[src/rtl/xmon_pkg.sv]
package xmon_pkg;
  typedef enum logic [1:0] {
    OP_LDEX  = 2'd0,
    OP_STEX  = 2'd1,
    OP_STORE = 2'd2,
    OP_CLREX = 2'd3
  } xop_e;
endpackage

[src/rtl/xmon_slot.sv]
// One core's reservation slot: Exclusive flag plus block number.
module xmon_slot
  import xmon_pkg::*;
#(
  parameter int TAG_W = 4
) (
  input  logic             clk,
  input  logic             rst,
  input  logic             own_req,   // valid request from this slot's core
  input  xop_e             op,
  input  logic [TAG_W-1:0] blk,
  input  logic             kill,      // write by another core hit this block
  output logic             excl_o,
  output logic [TAG_W-1:0] tag_o
);
  logic             excl_q;
  logic [TAG_W-1:0] tag_q;

  always_ff @(posedge clk) begin
    if (rst) begin
      excl_q <= 1'b0;
      tag_q  <= '0;
    end else if (own_req) begin
      unique case (op)
        OP_LDEX:            begin excl_q <= 1'b1; tag_q <= blk; end
        OP_STEX, OP_CLREX:  excl_q <= 1'b0;
        default:            ;
      endcase
    end else if (kill) begin
      excl_q <= 1'b0;
    end
  end

  assign excl_o = excl_q;
  assign tag_o  = tag_q;

  a_r1_open_after_reset: assert property (@(posedge clk)
    rst |=> !excl_q);
  a_r2_ldex_arms: assert property (@(posedge clk) disable iff (rst)
    own_req && op == OP_LDEX |=> excl_q && tag_q == $past(blk));
  a_r7_own_retire: assert property (@(posedge clk) disable iff (rst)
    own_req && (op == OP_STEX || op == OP_CLREX) |=> !excl_q);
  a_r5_killed: assert property (@(posedge clk) disable iff (rst)
    kill && !own_req |=> !excl_q);
  a_r10_hold: assert property (@(posedge clk) disable iff (rst)
    !own_req && !kill |=> $stable(excl_q) && $stable(tag_q));
endmodule

[src/rtl/xmon_judge.sv]
// Decides pass/fail, write and cross-core kills from the current slot state.
module xmon_judge
  import xmon_pkg::*;
#(
  parameter int N_CORES = 4,
  parameter int TAG_W   = 4,
  parameter int CORE_W  = 2
) (
  input  logic                          req_valid,
  input  logic [CORE_W-1:0]             req_core,
  input  xop_e                          op,
  input  logic [TAG_W-1:0]              blk,
  input  logic [N_CORES-1:0]            excl_vec,
  input  logic [N_CORES-1:0][TAG_W-1:0] tag_vec,
  output logic                          stex,
  output logic                          pass,
  output logic                          wr,
  output logic [N_CORES-1:0]            kill_vec
);
  logic own_live;
  logic core_ok;

  assign core_ok = 32'(req_core) < N_CORES;

  always_comb begin
    own_live = 1'b0;
    for (int i = 0; i < N_CORES; i++)
      if (32'(req_core) == i) own_live = excl_vec[i] && (tag_vec[i] == blk);
  end

  assign stex = req_valid && core_ok && op == OP_STEX;
  assign pass = stex && own_live;
  assign wr   = pass || (req_valid && core_ok && op == OP_STORE);

  for (genvar g = 0; g < N_CORES; g++) begin : g_kill
    assign kill_vec[g] = wr && (32'(req_core) != g) &&
                         excl_vec[g] && (tag_vec[g] == blk);
  end
endmodule

[src/rtl/xmon_top.sv]
module xmon_top
  import xmon_pkg::*;
#(
  parameter int N_CORES   = 4,
  parameter int ADDR_W    = 16,
  parameter int GRAN_LOG2 = 6,
  localparam int CORE_W   = (N_CORES > 1) ? $clog2(N_CORES) : 1,
  localparam int TAG_W    = ADDR_W - GRAN_LOG2
) (
  input  logic              clk,
  input  logic              rst,
  input  logic              req_valid,
  input  logic [CORE_W-1:0] req_core,
  input  logic [1:0]        req_op,
  input  logic [ADDR_W-1:0] req_addr,
  output logic              rsp_valid,
  output logic              rsp_fail,
  output logic              mem_we,
  output logic [ADDR_W-1:0] mem_addr
);
  xop_e                          op;
  logic [TAG_W-1:0]              blk;
  logic [N_CORES-1:0]            excl_vec;
  logic [N_CORES-1:0][TAG_W-1:0] tag_vec;
  logic [N_CORES-1:0]            kill_vec;
  logic                          stex, pass, wr;

  assign op  = xop_e'(req_op);
  assign blk = req_addr[ADDR_W-1:GRAN_LOG2];

  for (genvar g = 0; g < N_CORES; g++) begin : g_slot
    logic own_req;
    assign own_req = req_valid && (32'(req_core) == g);
    xmon_slot #(.TAG_W(TAG_W)) i_slot (
      .clk    (clk),
      .rst    (rst),
      .own_req(own_req),
      .op     (op),
      .blk    (blk),
      .kill   (kill_vec[g]),
      .excl_o (excl_vec[g]),
      .tag_o  (tag_vec[g])
    );
  end

  xmon_judge #(.N_CORES(N_CORES), .TAG_W(TAG_W), .CORE_W(CORE_W)) i_judge (
    .req_valid(req_valid),
    .req_core (req_core),
    .op       (op),
    .blk      (blk),
    .excl_vec (excl_vec),
    .tag_vec  (tag_vec),
    .stex     (stex),
    .pass     (pass),
    .wr       (wr),
    .kill_vec (kill_vec)
  );

  always_ff @(posedge clk) begin
    if (rst) begin
      rsp_valid <= 1'b0;
      rsp_fail  <= 1'b0;
      mem_we    <= 1'b0;
      mem_addr  <= '0;
    end else begin
      rsp_valid <= stex;
      rsp_fail  <= stex && !pass;
      mem_we    <= wr;
      if (wr) mem_addr <= req_addr;
    end
  end

  a_r6_fail_no_write: assert property (@(posedge clk) disable iff (rst)
    rsp_valid && rsp_fail |-> !mem_we);
  a_r4_pass_writes: assert property (@(posedge clk) disable iff (rst)
    rsp_valid && !rsp_fail |-> mem_we);
  a_r10_idle_quiet: assert property (@(posedge clk) disable iff (rst)
    !req_valid |=> !mem_we && !rsp_valid);
  a_r5_writer_kept: assert property (@(posedge clk) disable iff (rst)
    !($countones(kill_vec) > 0 && !wr));
  a_r8_ldex_no_kill: assert property (@(posedge clk) disable iff (rst)
    req_valid && (op == OP_LDEX || op == OP_CLREX) |-> kill_vec == '0);
endmodule

[config.mk]
export PLATFORM = sky130hd
export DESIGN_NAME = xmon_top
export DESIGN_NICKNAME = d
export VERILOG_FILES = /design/src/rtl/xmon_pkg.sv /design/src/rtl/xmon_slot.sv /design/src/rtl/xmon_judge.sv /design/src/rtl/xmon_top.sv
export SDC_FILE = /design/constraint.sdc
export NUM_CORES = 1
export LEC_CHECK = 0
export BUFFER_PORTS_ARGS = -buffer_cell sky130_fd_sc_hd__buf_4
export CELL_PAD_IN_SITES_DETAIL_PLACEMENT = 0
export CELL_PAD_IN_SITES_GLOBAL_PLACEMENT = 1
export CORE_MARGIN = 1
export CORE_UTILIZATION = 35
export CTS_CLUSTER_DIAMETER = 100
export CTS_CLUSTER_SIZE = 30
export DETAILED_ROUTE_END_ITERATION = 12
export PLACE_DENSITY_LB_ADDON = 0.1
export SETUP_SLACK_MARGIN = 0.02
export SLEW_MARGIN = 30
export SYNTH_ARGS = -nofsm -noshare
export SYNTH_HDL_FRONTEND = slang
export SYNTH_SLANG_ARGS = --single-unit
[constraint.sdc]
create_clock -name clk -period 4.85 [get_ports clk]
set_clock_uncertainty 0.05 [all_clocks]
set_input_delay 0.97 -clock clk [delete_from_list [all_inputs] [get_ports clk]]
set_output_delay 0.97 -clock clk [all_outputs]
set_load 0.05 [all_outputs]
==> results_dict.tcl <==
set metrics [dict create \
    cts_setup_buffers 0 \
    vias 2468 \
    arrival_ns 2.92 \
    dpl_worst_slack_ns 1.82 \
    synth-seq-cells 63 \
    critPathKind "primary input to register" \
    numCtsBuffers 9 \
    maxCapViolations 0 \
    synth_commonest_cells "dfxtp_1, nand2_1, a21oi_1" \
    regArea_um2 1260 \
    hpwl_um 5340 \
    wl_um 8170 \
    drc 0 \
    fillCellCount 870 \
    cts_tree "built" \
    cpLargestDelayFamily "buffers and inverters" \
    clockRootBuffer "clkbuf_8" \
    grt_usage_pct 19.5 \
    io_pins 42 \
    coreArea_um2 8340 \
    synth.area.top_cells "dfxtp_1, xnor2_1, a21oi_1, nand2_1, nand2b_1" \
    dr.pass1.iters 4 \
    viasPerCell 4.97 \
    synth-async-reset-ratio_pct 0 \
    grt_pass1_vias 2339 \
    path_clk_slew_ns 0.07 \
    crit_fanout 17 \
    period_minus_slack_ns 2.69 \
    multi_input_area_um2 1610 \
    cts_max_path_buffers 2 \
    avgSynthCellArea_um2 8.46 \
    worst_path_max_delay_cell "a221oi_4" \
    drt.antenna.violating_nets 0 \
    synth-main-ff-cell "dfxtp_1" \
    required_ns 5.08 \
    ys_seq_area_share_pct 41.3 \
    num_antenna_cells 0 \
    start_util_pct 36.6 \
    syn2layout_area_growth_pct 16.3 \
    yosysTopAreaCell "dfxtp_1" \
    final_util_pct 42.6 \
    slew_headroom_pct 45.7 \
    synthCells 361 \
    ys_warn_count 0 \
    rows 33 \
    wl_per_cell_um 16.4 \
    fin_nets 410 \
    cts-resized-gates 0 \
    antenna_found_initial 0 \
    final_max_slew_viol_count 0 \
    synth_top_area_share_pct 41.3 \
    cp-end-kind "register" \
    outcome "completed" \
    die_x_um 95.4 \
    h-tree-depth 3 \
    hold_class "register to register" \
    place_congestion 0.828 \
    worst_path_largest_cell_delay_ns 0.41 \
    drive_gt1_share_pct 17.1 \
    synth_edf_count 0 \
    grt_pass1_wl_um 12800 \
    holdBufCountCts 0 \
    drt_iter0_markers 149 \
    ir_drop_v 0.000135 \
    fin_setup_tns_ns 0 \
    grt_max_degree 79 \
    power_density_nw_per_um2 320 \
    fmax_ghz 0.371 \
    final-setup-viol-count 0 \
    fin_crit_sh_pct 55.5 \
    synth_cell_types 23 \
    start_kind "primary input" \
    syn_nets 384 \
    grt_overflow_total 0 \
    design.die.area_um2 9100 \
    synth_area_um2 3050 \
    worst-slew-pin-transition_ns 0.810 \
    yosysMostFrequentCell "dfxtp_1" \
    p_leak_nw 1.18 \
    critPathBufInv 2 \
    path_cells "buf_4, xnor2_1, nand4_1, nor3_2, mux2i_1, a221oi_4, buf_4, mux2i_1" \
    io_buffers 41 \
    cts.sinks 63 \
    die_h_um 95.4 \
    fin_ws_ns 2.16 \
    hold_violations 0 \
    rsz0062_at_grt "no" \
    clkLatencyLatePin_ns 0.35 \
]
## layout make-up
| class | instances | area share [%] |
|---|---|---|
| flip-flops and latches | 63 | 35.5 |
| well taps | 105 | 3.70 |
| inverters | 3 | 0.317 |
| multi-input cells | 264 | 45.2 |
| repair buffers | 46 | 9.72 |
| clock inverters | 6 | 1.69 |
| clock buffers | 10 | 3.87 |
## cell usage in the layout, fill, tap and decap left out, drive strengths merged
cell,count
dfxtp,63
nand2,56
buf,46
a21oi,42
xnor2,40
nand3,35
nand2b,31
mux2i,18
clkbuf,10
a31oi,8
nand4,8
nor2,6
nor3,6
o21ai,4
inv,3
nor2b,3
clkinv,3
nor4,2
or2b,2
clkinvlp,2
xor2,1
a221oi,1
a41oi,1
bufinv,1
## cell families after synthesis
| family | Yosys count | share of synthesized area (%) |
|---|---|---|
| xor gates and xnor gates | 41 | 11.8 |
| buffers and inverters | 34 | 6.76 |
| muxes | 18 | 5.90 |
| AOI/OAI and AO/OA | 56 | 9.95 |
| DFF | 63 | 41.3 |
| and+or+nand+nor | 149 | 24.3 |
## registers in the layout (all words and copies together) (netlist names)
signal	flops
g_slot.i_slot.tag_o	40
mem_addr	16
g_slot.i_slot.excl_o	4
mem_we	1
rsp_fail	1
rsp_valid	1
## worst register-to-register path: cells and delay by family, from the launching register on
family	cells	cell delay, ns
AOI/OAI and AO/OA	1	0.41
muxes	2	0.38
DFF	1	0.33
and+or+nand+nor	2	0.38
xor gates and xnor gates	1	0.22
buffers and inverters	1	0.36
## metal layers
metal	GRT usage, %	wire length, um	vias up	share of wire [%]
met2	29.6	3730	56	46
met3	5.02	435	6	5.3
met1	26.7	3920	1147	48
met4	6.47	87	0	1.1
met5	0	0	-	0
li1	-	-	1259	-
## worst paths after layout
check / startpoint / end / slack (ns) / cells after the start
max: req_addr[7] / mem_addr[10] / 2.16 / 8
min: g_slot[0].i_slot.tag_o[3] / g_slot[0].i_slot.tag_o[3] / 0.42 / 2
max reg2reg: g_slot[1].i_slot.tag_o[1] / mem_addr[10] / 2.65 / 7
min reg2reg: g_slot[0].i_slot.tag_o[3] / g_slot[0].i_slot.tag_o[3] / 0.42 / 2
## power by group
| part | switching (mW) | internal [mW] | total [mW] |
|---|---|---|---|
| registers | 0.00569 | 0.527 | 0.533 |
| logic | 0.0878 | 0.0522 | 0.140 |
| clock network | 0.217 | 0.248 | 0.465 |
## stage by stage
stage / instance area, um^2 / instances / total power, mW / hold WS [ns]
global route: 3550 / 497 / 1.19 / 0.438
floorplan: 3050 / 361 / 0.645 / 0.399
finish: 3550 / 497 / 1.14 / 0.420
CTS: 3550 / 497 / 1.15 / 0.420
detailed placement: 3350 / 481 / 0.686 / 0.410
global placement: 3350 / 481 / 0.686 / 0.406
(Power assumes the default switching activity.)
